--- config.mk ---
export PLATFORM = sky130hd
export DESIGN_NAME = ddmtd_phase_tagger
export DESIGN_NICKNAME = d
export VERILOG_FILES = /design/src/rtl/ddmtd_pkg.sv /design/src/rtl/ddmtd_sampler.sv /design/src/rtl/ddmtd_tag_counter.sv /design/src/rtl/ddmtd_deglitch.sv /design/src/rtl/ddmtd_phase_tagger.sv
export SDC_FILE = /design/constraint.sdc
export NUM_CORES = 1
export LEC_CHECK = 0
export BUFFER_PORTS_ARGS = -buffer_cell sky130_fd_sc_hd__buf_2
export CAP_MARGIN = 10
export CORE_ASPECT_RATIO = 1.25
export CORE_MARGIN = 8
export CORE_UTILIZATION = 53
export DETAILED_ROUTE_END_ITERATION = 16
export PLACE_DENSITY = 0.76
export SYNTH_ARGS = -nofsm -noshare
export SYNTH_HDL_FRONTEND = slang
export SYNTH_HIERARCHICAL = 1
export SYNTH_SLANG_ARGS = --single-unit
--- constraint.sdc ---
create_clock -name clk_ofs -period 2.65 [get_ports clk_ofs]
set_input_delay 0.53 -clock clk_ofs [delete_from_list [all_inputs] [get_ports clk_ofs]]
set_output_delay 0.53 -clock clk_ofs [all_outputs]
set_load 0.05 [all_outputs]
--- src/rtl/ddmtd_pkg.sv ---
`timescale 1ps/1ps
package ddmtd_pkg;

  // Deglitcher state: waiting for a low run (disarmed) or a high run (armed)
  typedef enum logic {
    DG_WAIT_LOW  = 1'b0,
    DG_WAIT_HIGH = 1'b1
  } dg_state_e;

  localparam int unsigned DEF_TAG_W       = 14;
  localparam int unsigned DEF_LEN_W       = 4;
  localparam int unsigned DEF_SYNC_STAGES = 2;

endpackage

--- src/rtl/ddmtd_sampler.sv ---
`timescale 1ps/1ps
module ddmtd_sampler #(
  parameter int unsigned STAGES = 2
) (
  input  logic clk,
  input  logic rst,
  input  logic raw,
  output logic smp,
  output logic smp_vld
);

  logic [STAGES-1:0] cap_q;
  logic [STAGES-1:0] vld_q;

  // First stage is the mixing flop; the rest settle metastability
  always_ff @(posedge clk) begin
    if (rst) begin
      cap_q <= '0;
      vld_q <= '0;
    end else begin
      cap_q <= {cap_q[STAGES-2:0], raw};
      vld_q <= {vld_q[STAGES-2:0], 1'b1};
    end
  end

  assign smp     = cap_q[STAGES-1];
  assign smp_vld = vld_q[STAGES-1];

  AST_SMP_DELAYED: assert property (@(posedge clk) disable iff (rst)
    smp_vld |-> (smp == $past(raw, STAGES))) else $error("sampler delay");

endmodule

--- src/rtl/ddmtd_tag_counter.sv ---
`timescale 1ps/1ps
module ddmtd_tag_counter #(
  parameter int unsigned TAG_W = 14
) (
  input  logic             clk,
  input  logic             rst,
  output logic [TAG_W-1:0] cnt
);

  always_ff @(posedge clk) begin
    if (rst) cnt <= '0;
    else     cnt <= cnt + 1'b1;
  end

  AST_CNT_STEP: assert property (@(posedge clk) disable iff (rst)
    !$past(rst) |-> (cnt == $past(cnt) + 1'b1)) else $error("counter step");

endmodule

--- src/rtl/ddmtd_deglitch.sv ---
`timescale 1ps/1ps
module ddmtd_deglitch
  import ddmtd_pkg::*;
#(
  parameter int unsigned LEN_W       = 4,
  parameter int unsigned TAG_W       = 14,
  parameter int unsigned SYNC_STAGES = 2
) (
  input  logic             clk,
  input  logic             rst,
  input  logic             smp,
  input  logic             smp_vld,
  input  logic [LEN_W-1:0] len,
  input  logic             en,
  input  logic [TAG_W-1:0] cnt,
  output logic             tag_vld,
  output logic [TAG_W-1:0] tag
);

  // Counter runs SYNC_STAGES edges ahead of the sample in use; one more
  // is absorbed because the run's first sample is len-1 samples back.
  localparam logic [TAG_W-1:0] LAT_ADJ = TAG_W'(SYNC_STAGES - 1);

  dg_state_e        state_q;
  logic [LEN_W-1:0] run_q;
  logic [LEN_W-1:0] n_eff;
  logic             match;
  logic             run_done;

  always_comb begin
    n_eff    = (len == '0) ? LEN_W'(1) : len;
    match    = smp_vld && (smp == (state_q == DG_WAIT_HIGH));
    run_done = ({1'b0, run_q} + 1'b1) == {1'b0, n_eff};
  end

  always_ff @(posedge clk) begin
    if (rst) begin
      state_q <= DG_WAIT_LOW;
      run_q   <= '0;
      tag_vld <= 1'b0;
      tag     <= '0;
    end else begin
      tag_vld <= 1'b0;
      if (smp_vld) begin
        if (!match) begin
          run_q <= '0;
        end else if (!run_done) begin
          run_q <= run_q + 1'b1;
        end else begin
          run_q <= '0;
          if (state_q == DG_WAIT_HIGH) begin
            state_q <= DG_WAIT_LOW;
            tag_vld <= en;
            tag     <= cnt - TAG_W'(n_eff) - LAT_ADJ;
          end else begin
            state_q <= DG_WAIT_HIGH;
          end
        end
      end
    end
  end

  AST_PULSE_SINGLE: assert property (@(posedge clk) disable iff (rst)
    tag_vld |=> !tag_vld) else $error("pulse wider than one cycle");
  AST_EDGE_FROM_HIGH: assert property (@(posedge clk) disable iff (rst)
    tag_vld |-> ($past(smp) && $past(smp_vld))) else $error("tag without high sample");
  AST_DISARM_AFTER_TAG: assert property (@(posedge clk) disable iff (rst)
    tag_vld |-> (state_q == DG_WAIT_LOW)) else $error("still armed after tag");
  AST_MASKED_WHEN_OFF: assert property (@(posedge clk) disable iff (rst)
    tag_vld |-> $past(en)) else $error("tag while disabled");
  AST_RUN_BELOW_LEN: assert property (@(posedge clk) disable iff (rst)
    run_q < n_eff) else $error("run counter overflow");

endmodule

--- src/rtl/ddmtd_phase_tagger.sv ---
`timescale 1ps/1ps
module ddmtd_phase_tagger #(
  parameter int unsigned NCH         = 2,
  parameter int unsigned TAG_W       = ddmtd_pkg::DEF_TAG_W,
  parameter int unsigned LEN_W       = ddmtd_pkg::DEF_LEN_W,
  parameter int unsigned SYNC_STAGES = ddmtd_pkg::DEF_SYNC_STAGES
) (
  input  logic                 clk_ofs,
  input  logic                 rst,
  input  logic [NCH-1:0]       clk_in,
  input  logic [LEN_W-1:0]     glitch_len,
  input  logic [NCH-1:0]       chan_en,
  output logic [NCH-1:0]       tag_valid,
  output logic [NCH*TAG_W-1:0] tag_value
);

  logic [TAG_W-1:0] stamp;

  ddmtd_tag_counter #(.TAG_W(TAG_W)) u_cnt (
    .clk (clk_ofs),
    .rst (rst),
    .cnt (stamp)
  );

  for (genvar c = 0; c < NCH; c++) begin : g_chan
    logic smp;
    logic smp_vld;

    ddmtd_sampler #(.STAGES(SYNC_STAGES)) u_smp (
      .clk     (clk_ofs),
      .rst     (rst),
      .raw     (clk_in[c]),
      .smp     (smp),
      .smp_vld (smp_vld)
    );

    ddmtd_deglitch #(
      .LEN_W       (LEN_W),
      .TAG_W       (TAG_W),
      .SYNC_STAGES (SYNC_STAGES)
    ) u_dg (
      .clk     (clk_ofs),
      .rst     (rst),
      .smp     (smp),
      .smp_vld (smp_vld),
      .len     (glitch_len),
      .en      (chan_en[c]),
      .cnt     (stamp),
      .tag_vld (tag_valid[c]),
      .tag     (tag_value[c*TAG_W +: TAG_W])
    );
  end

endmodule

-- After elaboration in Yosys (flattened, before gate mapping)
Cells that the tools add are included.
- equality and inequality tests: 4
- reductions and logical operators: 9
- muxes and demuxes: 9
- bitwise gates (word level): 8
- add/sub/neg operators: 7
- operators with widths (operator ; number):
    2-to-1 mux 4 bit ; 5
    adder 14 x 1 -> 14 bit (second input constant) ; 1
    subtractor 14 x 1 -> 14 bit (second input constant) ; 1
    subtractor 14 x 4 -> 14 bit ; 1
    adder 4 x 1 -> 5 bit (second input constant) ; 2
    == test 5 x 4 -> 1 bit ; 2
    OR reduction 5 bit ; 2
    adder 4 x 1 -> 4 bit (second input constant) ; 2
    NOT 1 bit ; 8
    AND reduction 4 bit ; 2
    AND reduction 3 bit ; 2
    zero test 4 bit ; 1
    2-to-1 mux 1 bit ; 4
    == test 1 bit ; 2
    logical AND 1 bit ; 2
- word-level logic and storage cells: 52
- output and inout bits: 30
- input port bits: 10
- flip-flop bits (word level): 62

-- Depth between registers and ports, before layout
- word-level depth: 5
- gate-level depth with buffers: 9
- mapped depth without buffers: 9

-- By module
The synthesis kept the hierarchy.
- modules (own cells, without submodules) (module ; cells each ; instances ; area each (um2) ; sequential area each (um2)):
    ddmtd_deglitch at g_chan[1].u_dg ; 148 ; 1 ; 1325.0 ; 400.4
    ddmtd_deglitch at g_chan[0].u_dg ; 147 ; 1 ; 1242.4 ; 400.4
    ddmtd_tag_counter ; 65 ; 1 ; 590.6 ; 280.3
    ddmtd_sampler ; 8 ; 2 ; 102.6 ; 80.1

-- Worst setup path after synthesis
No wires, ideal clock.
- kind: in2reg
- from: input port glitch_len[3]
- to: register g_chan[0].u_dg.tag[10]
- library setup time: 0.071 ns
- stages on the path: 9
- arrival time: 2.469 ns
- slack: 0.110 ns
- path through: nor3_1 -> nor2_1 -> ha_1 -> fa_1 -> a21o_1 -> a2111oi_0 -> xor2_1 -> nand3_1 -> a21oi_1
- word-level cells in the longest chain between the ends: 4
- elaborated cells on any way between the ends: 6
- those cells by class: add/sub: 2; eq/ne: 1; mux: 1; reduce/logical: 2
- ends and longest elaborated chain (element ; line ; source):
    start, declared ; ddmtd_phase_tagger.sv:11 ; input logic [LEN_W-1:0] glitch_len,
    zero test 4 bit ; ddmtd_deglitch.sv:31 ; n_eff = (len == '0) ? LEN_W'(1) : len;
    2-to-1 mux 4 bit * ; ddmtd_deglitch.sv:31 ;
    subtractor 14 x 4 -> 14 bit / == test 5 x 4 -> 1 bit (equally long branches) ; ddmtd_deglitch.sv:54, ddmtd_deglitch.sv:33 ;
    subtractor 14 x 1 -> 14 bit / AND reduction 4 bit (equally long branches) ; - ;
    end signal, assigned ; ddmtd_deglitch.sv:54 ; tag <= cnt - TAG_W'(n_eff) - LAT_ADJ;
    end, declared ; ddmtd_deglitch.sv:17 ; output logic [TAG_W-1:0] tag
Every way passes the cells marked *; elsewhere a longest branch is shown, timed or not.
A chain may end at the register's enable or synchronous reset.

-- Final worst setup path
- from: input port glitch_len[3]
- to: register g_chan[1].u_dg.tag[6]
- word-level cells in the longest chain between the ends: 4
- elaborated cells on any way between the ends: 6
- those cells by class: add/sub: 2; eq/ne: 1; mux: 1; reduce/logical: 2
- ends and longest elaborated chain (element ; line):
    zero test 4 bit ; ddmtd_deglitch.sv:31
    2-to-1 mux 4 bit * ; ddmtd_deglitch.sv:31
    subtractor 14 x 4 -> 14 bit / == test 5 x 4 -> 1 bit (equally long branches) ; ddmtd_deglitch.sv:54, ddmtd_deglitch.sv:33
    subtractor 14 x 1 -> 14 bit / AND reduction 4 bit (equally long branches) ; -
    end signal, assigned ; ddmtd_deglitch.sv:54
    end, declared ; ddmtd_deglitch.sv:17
Marks and branches as above.

==> flow_summary.yaml <==
status:
  status: "complete, no violations"
global_routing:
  first_global_vias: 3012
  antenna_found_initial: 0
  grt_util_all_layers_pct: 19.5
  gr-total-overflow: 0
  grt_max_degree: 40
  grt_pass1_wl_mm: 14.4
yosys:
  synth_top_family_by_area: "simple AND/OR/NAND/NOR gates"
  synthFlopType: "dfxtp_1"
  syn_area_um2: 3360
  synthSimpleGateAreaFrac_pct: 22.5
  yosysMostFrequentCell: "dfxtp_1"
  ys_seq_area_share_pct: 36.9
  synth_fp_nets: 399
  synth.area.top_cells: "dfxtp_1 37%, xnor2_1 5.7%, a21oi_1 5.4%"
  ys_seq_elements: 62
  synthAdderAreaFrac_pct: 5.28
  avgSynthCellArea_um2: 8.94
  synth-xor-area-share_pct: 8.85
  synthCells: 376
  synth_edf_count: 0
  synth_top_cell_by_area: "dfxtp_1"
  yosys.area.top_type_share_pct: 36.9
  yosysWarnings: 6
  synthTopCellsByCount: "62 x dfxtp_1, 36 x a21oi_1, 22 x xnor2_1"
  ys_async_sr_fraction_pct: 0
  synthMuxAreaShare_pct: 0.670
  synth_cell_types: 59
  synth_compound_area_share_pct: 22.4
power_and_ir_drop:
  p_int_mw: 1.58
  p_sw_share_pct: 25.7
  p_clk_share_pct: 42.9
  p_leak_nw: 1.59
  peakVddDrop_uv: 285
  p_comb_share_pct: 11.7
  pwr-share-seq_pct: 45.5
  total_power_mw: 2.13
  powerDensity_nw_per_um2: 528
  p_sw_uw: 547
setup_path:
  startpoint_type: "input port"
  worstSetupEndpointType: "flop"
  worstReg2RegEnd: "g_chan[1].u_dg/tag[3]"
  arrival_ns: 2.69
  crit_fanout: 4
  worstSetupPathType: "in -> reg"
  required_ns: 2.92
  r2r_slack_ns: 0.36
  worst-r2r-cell-count: 6
  r2r-start: "g_chan[1].u_dg/run_q[0]"
timing:
  fin_tns_setup_ns: 0
  rsz0062_at_grt: "no"
  finalHoldViolCount: 0
  finalSetupViolations: 0
  worstMarginPinSlew_ns: 0.640
  fin_ws_ns: 0.231
  fmax_ghz: 0.413
  max_slew_margin_pct: 57.3
  fin_worst_skew_ns: 0.0109
  min_period_ns: 2.42
  final_max_slew_viol_count: 0
  fin_crit_sh_pct: 91.3
clock_tree:
  cts_root_buf: "clkbuf_8"
  clockBufferDepth: 2
  insertion_delay_ns: 0.35
  cts_tree: "built"
  cts_sinks: 62
  cts-buffers-inserted: 9
  cts.clk_slew.worst_paths_ns: 0.07
  htree_levels: 3
  post_cts_buffers: 0
placement:
  port_buffers: 39
  dpl.cell_count: 511
  placed_area_um2: 3820
  place.gp.congestion: 0.827
  dp_slack_ns: -0.174
  place_hpwl_mm: 6.03
final_layout:
  layout-drive-gt1-share_pct: 23.5
  syn_to_final_growth_pct: 20.1
  antennaDiodeCount: 0
  stdcell_count: 527
  nets: 460
  fin_area_um2: 4040
worst_hold_path:
  hold_start: "clk_in[1]"
  whs_endpoint: "g_chan[1].u_smp/cap_q[0]"
  hold_depth: 2
  hold_class: "in -> reg"
route:
  wl_mm: 8.61
  wl_per_cell_um: 16.3
  via_count: 3211
  drt_iter0_markers: 297
  via_per_inst: 6.09
  drc: 0
  antenna_left: 0
  first_pass_iters: 5
floorplanning:
  fp-row-count: 32
  initial_core_util_pct: 54.5
  die_w_um: 87.3
  core_area_um2: 6170
  dieArea_um2: 9170
  io_pins: 40
  die_y_um: 105
flow_run:
  cap_violations: 0
==> cell families (layout without fill, tap and decap cells) <==
| family | Yosys count | in the layout |
|---|---|---|
| muxes | 2 | 2 |
| and+or+nand+nor | 125 | 125 |
| buffers and inverters | 28 | 94 |
| adders and majority gates | 13 | 13 |
| DFF | 62 | 62 |
| xor gates and xnor gates | 34 | 34 |
| AOI/OAI and AO/OA | 112 | 112 |
==> worst max path at each step <==
stage | start | endpoint | depth (start not counted)
floorplan | glitch_len[3] | g_chan[0].u_dg/tag[10] | 9
global placement | glitch_len[3] | g_chan[0].u_dg/tag[10] | 10
detailed placement | glitch_len[3] | g_chan[0].u_dg/tag[10] | 10
CTS | glitch_len[3] | g_chan[0].u_dg/tag[10] | 10
global route | glitch_len[3] | g_chan[0].u_dg/tag[12] | 11
finish | glitch_len[3] | g_chan[1].u_dg/tag[6] | 10
==> routing by layer <==
metal / vias to the layer above / routed length [um] / GRT usage (%)
li1: 1537 / - / -
met1: 1533 / 3630 / 23.2
met2: 129 / 4280 / 32.0
met3: 12 / 522 / 5.33
met4: 0 / 167 / 7.89
met5: - / 0 / 0
==> worst max-delay path: stages <==
cell and delay [ns]:
buf_2 0.13, nor2_1 0.22, a21oi_1 0.12, ha_1 0.22, fa_1 0.38, a21o_1 0.20, a2111oi_0 0.42, buf_4 0.18
xnor2_1 0.06, a211oi_1 0.22
==> cell type report <==
cell class,instances,area (um2)
fillers,532,2130
clock inverters,6,86.3
clock buffers,10,128
well taps,85,106
inverters,11,41.3
repair buffers,67,418
flip-flops and latches,62,1240
multi-input cells,286,2020
==> layout by cell type, fill, tap and decap left out, drive strengths merged, types with 4 or more instances in the layout <==
cell	synthesis	routed
o21ai	12	12
nand4	5	5
nor3b	5	5
ha	11	11
a31oi	12	12
or3	8	8
nor3	5	5
a21oi	36	36
xor2	12	12
nand2b	10	10
nor4	5	5
clkbuf	11	10
buf	6	67
nand3	21	21
nor2b	9	9
nand2	18	18
inv	11	11
a311oi	5	5
a21o	4	4
nor2	14	14
dfxtp	62	62
or4	8	8
xnor2	22	22
a211oi	16	16
o31ai	8	8
==> through the flow <==
stage	util (%)	hold WS, ns
2_1_floorplan	-	0.414
3_3_place_gp	61.9	0.422
3_5_place_dp	61.9	0.424
4_1_cts	65.4	0.379
5_1_grt	65.5	0.394
6_report	65.5	0.387
==> flip-flops by register name, summed over array words and instances, names as in the netlist <==
signal	cells
g_chan.u_dg/tag	28
g_chan.u_smp/vld_q	4
g_chan.u_dg/run_q	8
g_chan.u_smp/cap_q	4
g_chan.u_dg/state_q	2
u_cnt/cnt	14
g_chan.u_dg/tag_vld	2
==> power groups by stage <==
stage	logic (mW)	clock network, mW	registers (mW)
CTS	0.245	0.934	0.968
global route	0.276	0.977	0.971
global placement	0.237	0	0.988
floorplan	0.162	0	0.981
detailed placement	0.242	0	0.989
finish	0.249	0.914	0.969
==> timing repair <==
item / 4_1_cts / 5_1_grt
gates resized for setup: 0 / 2
setup endpoints to repair: 0 / 1
hold buffers: 0 / 0
(Power assumes the default switching activity.)
